File: src/rtl/lp_arb_pkg.sv
package lp_arb_pkg;
  typedef logic [7:0] prio_t;
  typedef logic [3:0] pclass_t;

  function automatic prio_t class_floor(input prio_t v);
    return {v[7:4], 4'h0};
  endfunction
endpackage

File: src/rtl/lp_cpu_eval.sv
module lp_cpu_eval
  import lp_arb_pkg::*;
(
  input  prio_t tpr_i,
  input  prio_t isv_i,
  input  logic  isv_vld_i,
  input  logic  focus_en_i,
  input  logic  dest_i,
  input  prio_t vec_i,
  output prio_t eff_o,
  output logic  elig_o,
  output logic  focus_o
);
  prio_t isv_floor;

  always_comb begin
    isv_floor = isv_vld_i ? class_floor(isv_i) : '0;
    eff_o     = (isv_floor > tpr_i) ? isv_floor : tpr_i;
    // equal class blocks
    elig_o    = dest_i && (pclass_t'(vec_i[7:4]) > pclass_t'(tpr_i[7:4]));
    focus_o   = elig_o && focus_en_i && isv_vld_i && (isv_i == vec_i);
  end
endmodule

File: src/rtl/lp_pick.sv
module lp_pick
  import lp_arb_pkg::*;
#(
  parameter int N_CPU = 4
) (
  input  logic [N_CPU-1:0][7:0] eff_i,
  input  logic [N_CPU-1:0]      elig_i,
  input  logic [N_CPU-1:0]      focus_i,
  output logic [N_CPU-1:0]      sel_o,
  output logic                  any_o
);
  prio_t best;
  logic  found;

  always_comb begin
    sel_o = '0;
    best  = '1;
    found = 1'b0;
    any_o = |elig_i;
    for (int i = 0; i < N_CPU; i++) begin
      if (|focus_i) begin
        if (focus_i[i] && !found) begin
          sel_o    = '0;
          sel_o[i] = 1'b1;
          found    = 1'b1;
        end
      end else if (elig_i[i] && (!found || eff_i[i] < best)) begin
        // strict compare keeps the lowest index on ties
        sel_o    = '0;
        sel_o[i] = 1'b1;
        best     = eff_i[i];
        found    = 1'b1;
      end
    end
  end
endmodule

File: src/rtl/lowpri_arbiter.sv
module lowpri_arbiter
  import lp_arb_pkg::*;
#(
  parameter int N_CPU = 4
) (
  input  logic                  clk_i,
  input  logic                  rst_ni,
  input  logic                  req_valid_i,
  input  logic [7:0]            req_vector_i,
  input  logic [N_CPU-1:0]      req_dest_i,
  input  logic                  req_cancel_i,
  input  logic [N_CPU-1:0][7:0] tpr_i,
  input  logic [N_CPU-1:0]      tpr_upd_en_i,
  input  logic [N_CPU-1:0][7:0] isv_vector_i,
  input  logic [N_CPU-1:0]      isv_valid_i,
  input  logic [N_CPU-1:0]      focus_en_i,
  output logic [N_CPU-1:0]      grant_o,
  output logic                  pending_o
);
  initial begin
    assert (N_CPU >= 2 && N_CPU <= 8) else $error("N_CPU out of range");
  end

  logic [N_CPU-1:0][7:0] tpr_q, isv_q, eff;
  logic [N_CPU-1:0]      isv_vld_q, foc_q, elig, fmatch, sel;
  logic                  any_elig;
  logic                  hold_q;
  prio_t                 vec_q;
  logic [N_CPU-1:0]      dest_q, grant_q;

  for (genvar g = 0; g < N_CPU; g++) begin : g_cpu
    always_ff @(posedge clk_i or negedge rst_ni) begin
      if (!rst_ni) begin
        tpr_q[g]     <= '0;
        isv_q[g]     <= '0;
        isv_vld_q[g] <= 1'b0;
        foc_q[g]     <= 1'b0;
      end else begin
        if (tpr_upd_en_i[g]) tpr_q[g] <= tpr_i[g];
        isv_q[g]     <= isv_vector_i[g];
        isv_vld_q[g] <= isv_valid_i[g];
        foc_q[g]     <= focus_en_i[g];
      end
    end

    lp_cpu_eval u_eval (
      .tpr_i      (tpr_q[g]),
      .isv_i      (isv_q[g]),
      .isv_vld_i  (isv_vld_q[g]),
      .focus_en_i (foc_q[g]),
      .dest_i     (dest_q[g]),
      .vec_i      (vec_q),
      .eff_o      (eff[g]),
      .elig_o     (elig[g]),
      .focus_o    (fmatch[g])
    );

    p_tpr_hold_r6: assert property (@(posedge clk_i) disable iff (!rst_ni)
      !tpr_upd_en_i[g] |=> $stable(tpr_q[g]));
  end

  lp_pick #(.N_CPU(N_CPU)) u_pick (
    .eff_i   (eff),
    .elig_i  (elig),
    .focus_i (fmatch),
    .sel_o   (sel),
    .any_o   (any_elig)
  );

  always_ff @(posedge clk_i or negedge rst_ni) begin
    if (!rst_ni) begin
      hold_q  <= 1'b0;
      vec_q   <= '0;
      dest_q  <= '0;
      grant_q <= '0;
    end else begin
      grant_q <= '0;
      if (hold_q) begin
        if (req_cancel_i) begin
          hold_q <= 1'b0;
        end else if (any_elig) begin
          grant_q <= sel;
          hold_q  <= 1'b0;
        end
      end else if (req_valid_i) begin
        hold_q <= 1'b1;
        vec_q  <= req_vector_i;
        dest_q <= req_dest_i;
      end
    end
  end

  assign grant_o   = grant_q;
  assign pending_o = hold_q & ~any_elig;

  p_grant_onehot_r8: assert property (@(posedge clk_i) disable iff (!rst_ni)
    $onehot0(grant_o));
  p_grant_pulse_r8: assert property (@(posedge clk_i) disable iff (!rst_ni)
    (|grant_o) |=> (grant_o == '0));
  p_grant_in_dest_r2: assert property (@(posedge clk_i) disable iff (!rst_ni)
    (|grant_o) |-> ((grant_o & ~$past(dest_q)) == '0));
  p_pending_no_grant_r7: assert property (@(posedge clk_i) disable iff (!rst_ni)
    pending_o |=> (grant_o == '0));
  p_cancel_no_grant_r9: assert property (@(posedge clk_i) disable iff (!rst_ni)
    (hold_q && req_cancel_i) |=> (grant_o == '0));
  p_grant_from_hold_r7: assert property (@(posedge clk_i) disable iff (!rst_ni)
    (|grant_o) |-> $past(hold_q));
endmodule

File: config.mk
export PLATFORM = sky130hd
export DESIGN_NAME = lowpri_arbiter
export DESIGN_NICKNAME = d
export VERILOG_FILES = /design/src/rtl/lp_arb_pkg.sv /design/src/rtl/lp_cpu_eval.sv /design/src/rtl/lp_pick.sv /design/src/rtl/lowpri_arbiter.sv
export SDC_FILE = /design/constraint.sdc
export NUM_CORES = 1
export LEC_CHECK = 0
export ABC_AREA = 1
export BUFFER_PORTS_ARGS = -buffer_cell sky130_fd_sc_hd__buf_2
export CAP_MARGIN = 20
export CORE_ASPECT_RATIO = 1.2
export CORE_MARGIN = 5
export CORE_UTILIZATION = 45
export CTS_BUF_LIST = sky130_fd_sc_hd__clkbuf_8
export CTS_CLUSTER_DIAMETER = 30
export DETAILED_ROUTE_END_ITERATION = 6
export PLACE_DENSITY = 0.75
export SLEW_MARGIN = 10
export SYNTH_ARGS = -nofsm -noshare
export SYNTH_HDL_FRONTEND = slang
export SYNTH_SLANG_ARGS = --single-unit
File: constraint.sdc
create_clock -name clk_i -period 8.35 [get_ports clk_i]
set_input_delay 0 -clock clk_i [delete_from_list [all_inputs] [get_ports clk_i]]
set_output_delay 0 -clock clk_i [all_outputs]
set_load 0.02 [all_outputs]
==> out/qor_table.md <==
| Stage | Parameter | This run |
| --- | --- | --- |
| route | Routed wire per std cell | 14.8 um |
| route | Final wirelength | 17100 um |
| synthesis | Adder-Cell Fraction of Synth Area | 0.113 |
| synthesis | Share of synthesized area occupied by flip-flops and latches | 0.387 |
| floorplanning | Number of top-level pins | 97 |
| route | Antenna viol nets, final | 0 |
| floorplanning | Vertical die dimension | 134 um |
| floorplanning | Num rows | 45 |
| timing | Setup repair after global routing missed its margin | false |
| synthesis | Synth Area in XOR/XNOR | 0.0178 |
| power and ir drop | Peak supply drop | 0.136 mV |
| timing | Headroom to the max-slew limit | 0.452 |
| route | Via count normalized by instance count | 4.98 |
| power and ir drop | Net load switching power | 0.601 mW |
| layout | Fraction of layout cells with a size suffix above 1 | 0.156 |
| power and ir drop | Part of the total power dissipated in sequential elements | 0.357 |
| setup path | Delay of the slowest cell on the worst path | 690 ps |
| grt | Maximum number of pins on one net before global-route repair | 56 |
| grt | GRT Total Usage | 0.235 |
| route | Via Count | 5748 |
| synthesis | Number of warning messages in the yosys log | 0 |
| run | Number of maximum-capacitance violations | 0 |
| timing | Clock Skews | 8.03 ps |
| synthesis | Combinational family with the most area after synthesis | simple AND/OR/NAND/NOR gates |
| setup path | Worst-path cell with the longest stage delay | dfrtp_1 |
| timing | PnR worst setup slack | 2480 ps |
| placed design | Worst setup timing slack at the placement stage | 2470 ps |
| clock network | H-tree depth | 3 |
| clock network | Max clock buf depth | 2 |
| outcome | Outcome | finished, final reports clean |
| clock network | Worst-skew pair later-pin latency | 390 ps |
| floorplanning | Die Footprint | 15200 um2 |
| synthesis | Basic-gate share of the synthesized area counting and, or, nand and nor cells | 0.264 |
| clock network | Num Clock Sinks | 89 |
| power and ir drop | Portion of total power attributed to the clock network | 0.194 |
| setup path | Crit end category | register |
| route | Count of unresolved DRC violations after routing | 0 |
| setup path | Crit path max fanout | 15 |
| floorplanning | Placeable Area | 12600 um2 |
| synthesis | Share of cell area taken by muxes after synthesis | 0.00196 |
| layout | Final core utilization | 0.621 |
| timing | Fin crit share | 0.704 |
| clock network | Clock transition at the registers of the reported paths | 90 ps |
| synthesis | Number of nets in the synthesized netlist | 906 |
| layout | Final nets | 1129 |
| layout | Highest-count cells in the layout ignoring fill and taps | 177 x nand2_1, 126 x dlygate4sd3_1, 117 x inv_1 |
| power and ir drop | Overall power of the completed layout | 1.46 mW |
| setup path | Type of the worst setup path | register to register |
| placed design | Count of input and output buffers | 96 |
| setup path | Worst EP arrival | 6160 ps |
| timing | Min Tclk post-route | 5870 ps |
| timing | Highest attainable clock frequency | 170 MHz |
| clock network | CTS tree | built |
| placed design | Routability-driven placement congestion ratio | 0.923 |
| clock network | Total CTS buffers | 9 |
| grt | Global-route wire length before repair | 27800 um |
| grt | Antenna violations before repair | 0 |
| timing | Aggregate negative setup slack | 0 ps |
| layout | Leading cell type in the layout, fill and taps excluded | nand2_1 |
| hold path | Type of the tightest min-delay check | primary input to register |
| layout | Layout Area Growth over Synthesis | 36.1% |
| synthesis | Average instance area after synthesis | 7.55 um2 |
| power and ir drop | Cell-internal power | 0.861 mW |
| timing | Number of failing hold endpoints at the final stage | 0 |
| route | Count of TritonRoute iterations in the first routing pass | 5 |
| timing | Worst hold slack after final layout | 4.26 ps |
| synthesis | Synth Cell Area | 5750 um2 |
| grt | Number of global-route vias before repair | 5857 |
| grt | Total congestion overflow | 0 |
| synthesis | Complex-gate fraction of the synthesized area | 0.120 |
| power and ir drop | Share of total power consumed by net switching | 0.411 |
| clock network | # resized after CTS | 0 |
| timing | Transition time of the tightest slew-check pin | 820 ps |
| synthesis | Number of flip-flops and latches in the synthesized netlist | 89 |
| power and ir drop | Power per unit of standard cell area | 187 nW/um2 |
| floorplanning | Die width | 113 um |
| synthesis | Synthesized instance count | 762 |
| power and ir drop | Leakage power of the design | 4.07 nW |
| timing | Setup-failing EPs final | 0 |
| setup path | Worst endpoint required time | 8640 ps |
| power and ir drop | Gate power share | 0.450 |
| route | Starting DRT DRC Count | 307 |
| clock network | Root cell of the clock tree | clkbuf_8 |
| placed design | HPWL after detailed placement | 12000 um |
| timing | Final number of max-transition violations | 0 |
| floorplanning | Initial Util | 0.456 |
| setup path | Crit start category | register |
| synthesis | Unique cell type count in the Yosys netlist | 41 |
| setup path | Cell repeated most along the worst path | nand2_1 |
final cells by class:
type / instances / area (um2)
diodes: 1 / 2.50
multi-input cells: 535 / 2970
clock inverters: 5 / 31.3
inverters: 126 / 483
flip-flops and latches: 89 / 2230
fillers: 1113 / 4780
well taps: 164 / 205
repair buffers: 224 / 1760
clock buffers: 11 / 151
worst max-delay path: cells and delay by family, from the launching register on:
kind | cells | cell delay [ps]
compound gates | 8 | 1490
fa+ha+maj | 4 | 1220
buf+inv | 4 | 500
flops | 1 | 690
simple gates | 24 | 1850
flip-flops by register name (all words and copies together) (netlist names):
name	flops
isv_q	32
isv_vld_q	4
dest_q	4
grant_o	4
foc_q	4
hold_q	1
vec_q	8
tpr_q	32
worst paths after layout:
| path | from | end | slack (ps) | cells past startpoint |
|---|---|---|---|---|
| worst max-delay path | vec_q[7] | grant_o[0] | 2480 | 40 |
| worst min-delay path | tpr_upd_en_i[2] | tpr_q[23] | 4 | 2 |
| worst max register to register | vec_q[7] | grant_o[0] | 2480 | 40 |
| worst min register to register | dest_q[0] | dest_q[0] | 540 | 2 |
| max in group asynchronous | rst_ni | tpr_q[21] | 7230 | 3 |
| min in group asynchronous | rst_ni | tpr_q[15] | 100 | 2 |
per-layer routing:
metal	routed length, um	share of wire	track usage	vias up
li1	-	-	-	2903
met1	6750	0.39	0.266	2587
met2	8620	0.50	0.420	199
met3	1020	0.060	0.0546	59
met4	711	0.042	0.106	0
met5	0	0	0	-
timing repair:
action / 4_1_cts / 5_1_grt
setup buffers: 0 / 0
endpoints found under the setup margin: 0 / 0
hold endpoints to repair: 121 / 0
hold buffers: 126 / 0
power groups by stage:
stage          Sequential (mW)  Combinational [mW]  Clock [mW]
2_1_floorplan            0.507               0.465           0
3_3_place_gp             0.528               0.585           0
3_5_place_dp             0.529               0.599           0
4_1_cts                  0.520               0.650       0.285
5_1_grt                  0.526               0.756       0.304
6_report                 0.521               0.657       0.283
synthesized netlist by cell type, drive strengths merged:
master | n | area share
a2111oi | 2 | 0.0030
a211o | 1 | 0.0015
a211oi | 12 | 0.016
a21oi | 39 | 0.034
a22oi | 1 | 0.0013
a2bb2oi | 5 | 0.0076
and2 | 1 | 0.0011
buf | 4 | 0.0067
clkbuf | 8 | 0.0052
dfrtp | 89 | 0.39
ha | 52 | 0.11
inv | 126 | 0.084
mux2 | 1 | 0.0020
nand2 | 188 | 0.13
nand3 | 11 | 0.010
nand3b | 1 | 0.0013
nand4 | 20 | 0.023
nor2 | 109 | 0.079
nor3 | 10 | 0.0087
nor3b | 2 | 0.0026
nor4 | 7 | 0.0076
o211ai | 2 | 0.0026
o21ai | 53 | 0.046
o21bai | 1 | 0.0013
o221ai | 1 | 0.0015
o22ai | 2 | 0.0022
o31ai | 1 | 0.0013
o41ai | 1 | 0.0015
or2 | 2 | 0.0022
xnor2 | 10 | 0.018
kinds of logic after synthesis:
logic type / Yosys count
AO/OA/AOI/OAI: 121
XOR/XNOR: 10
adder cells (fa/ha/maj): 52
buffers and inverters: 138
flip-flops: 89
multiplexers: 1
AND/OR/NAND/NOR: 351
through the flow:
stage,cells,area (um2)
floorplan,762,5750
global placement,1011,6380
detailed placement,1011,6380
CTS,1153,7820
global route,1154,7830
finish,1155,7830
Note: power is estimated with default switching activity, not from simulation.
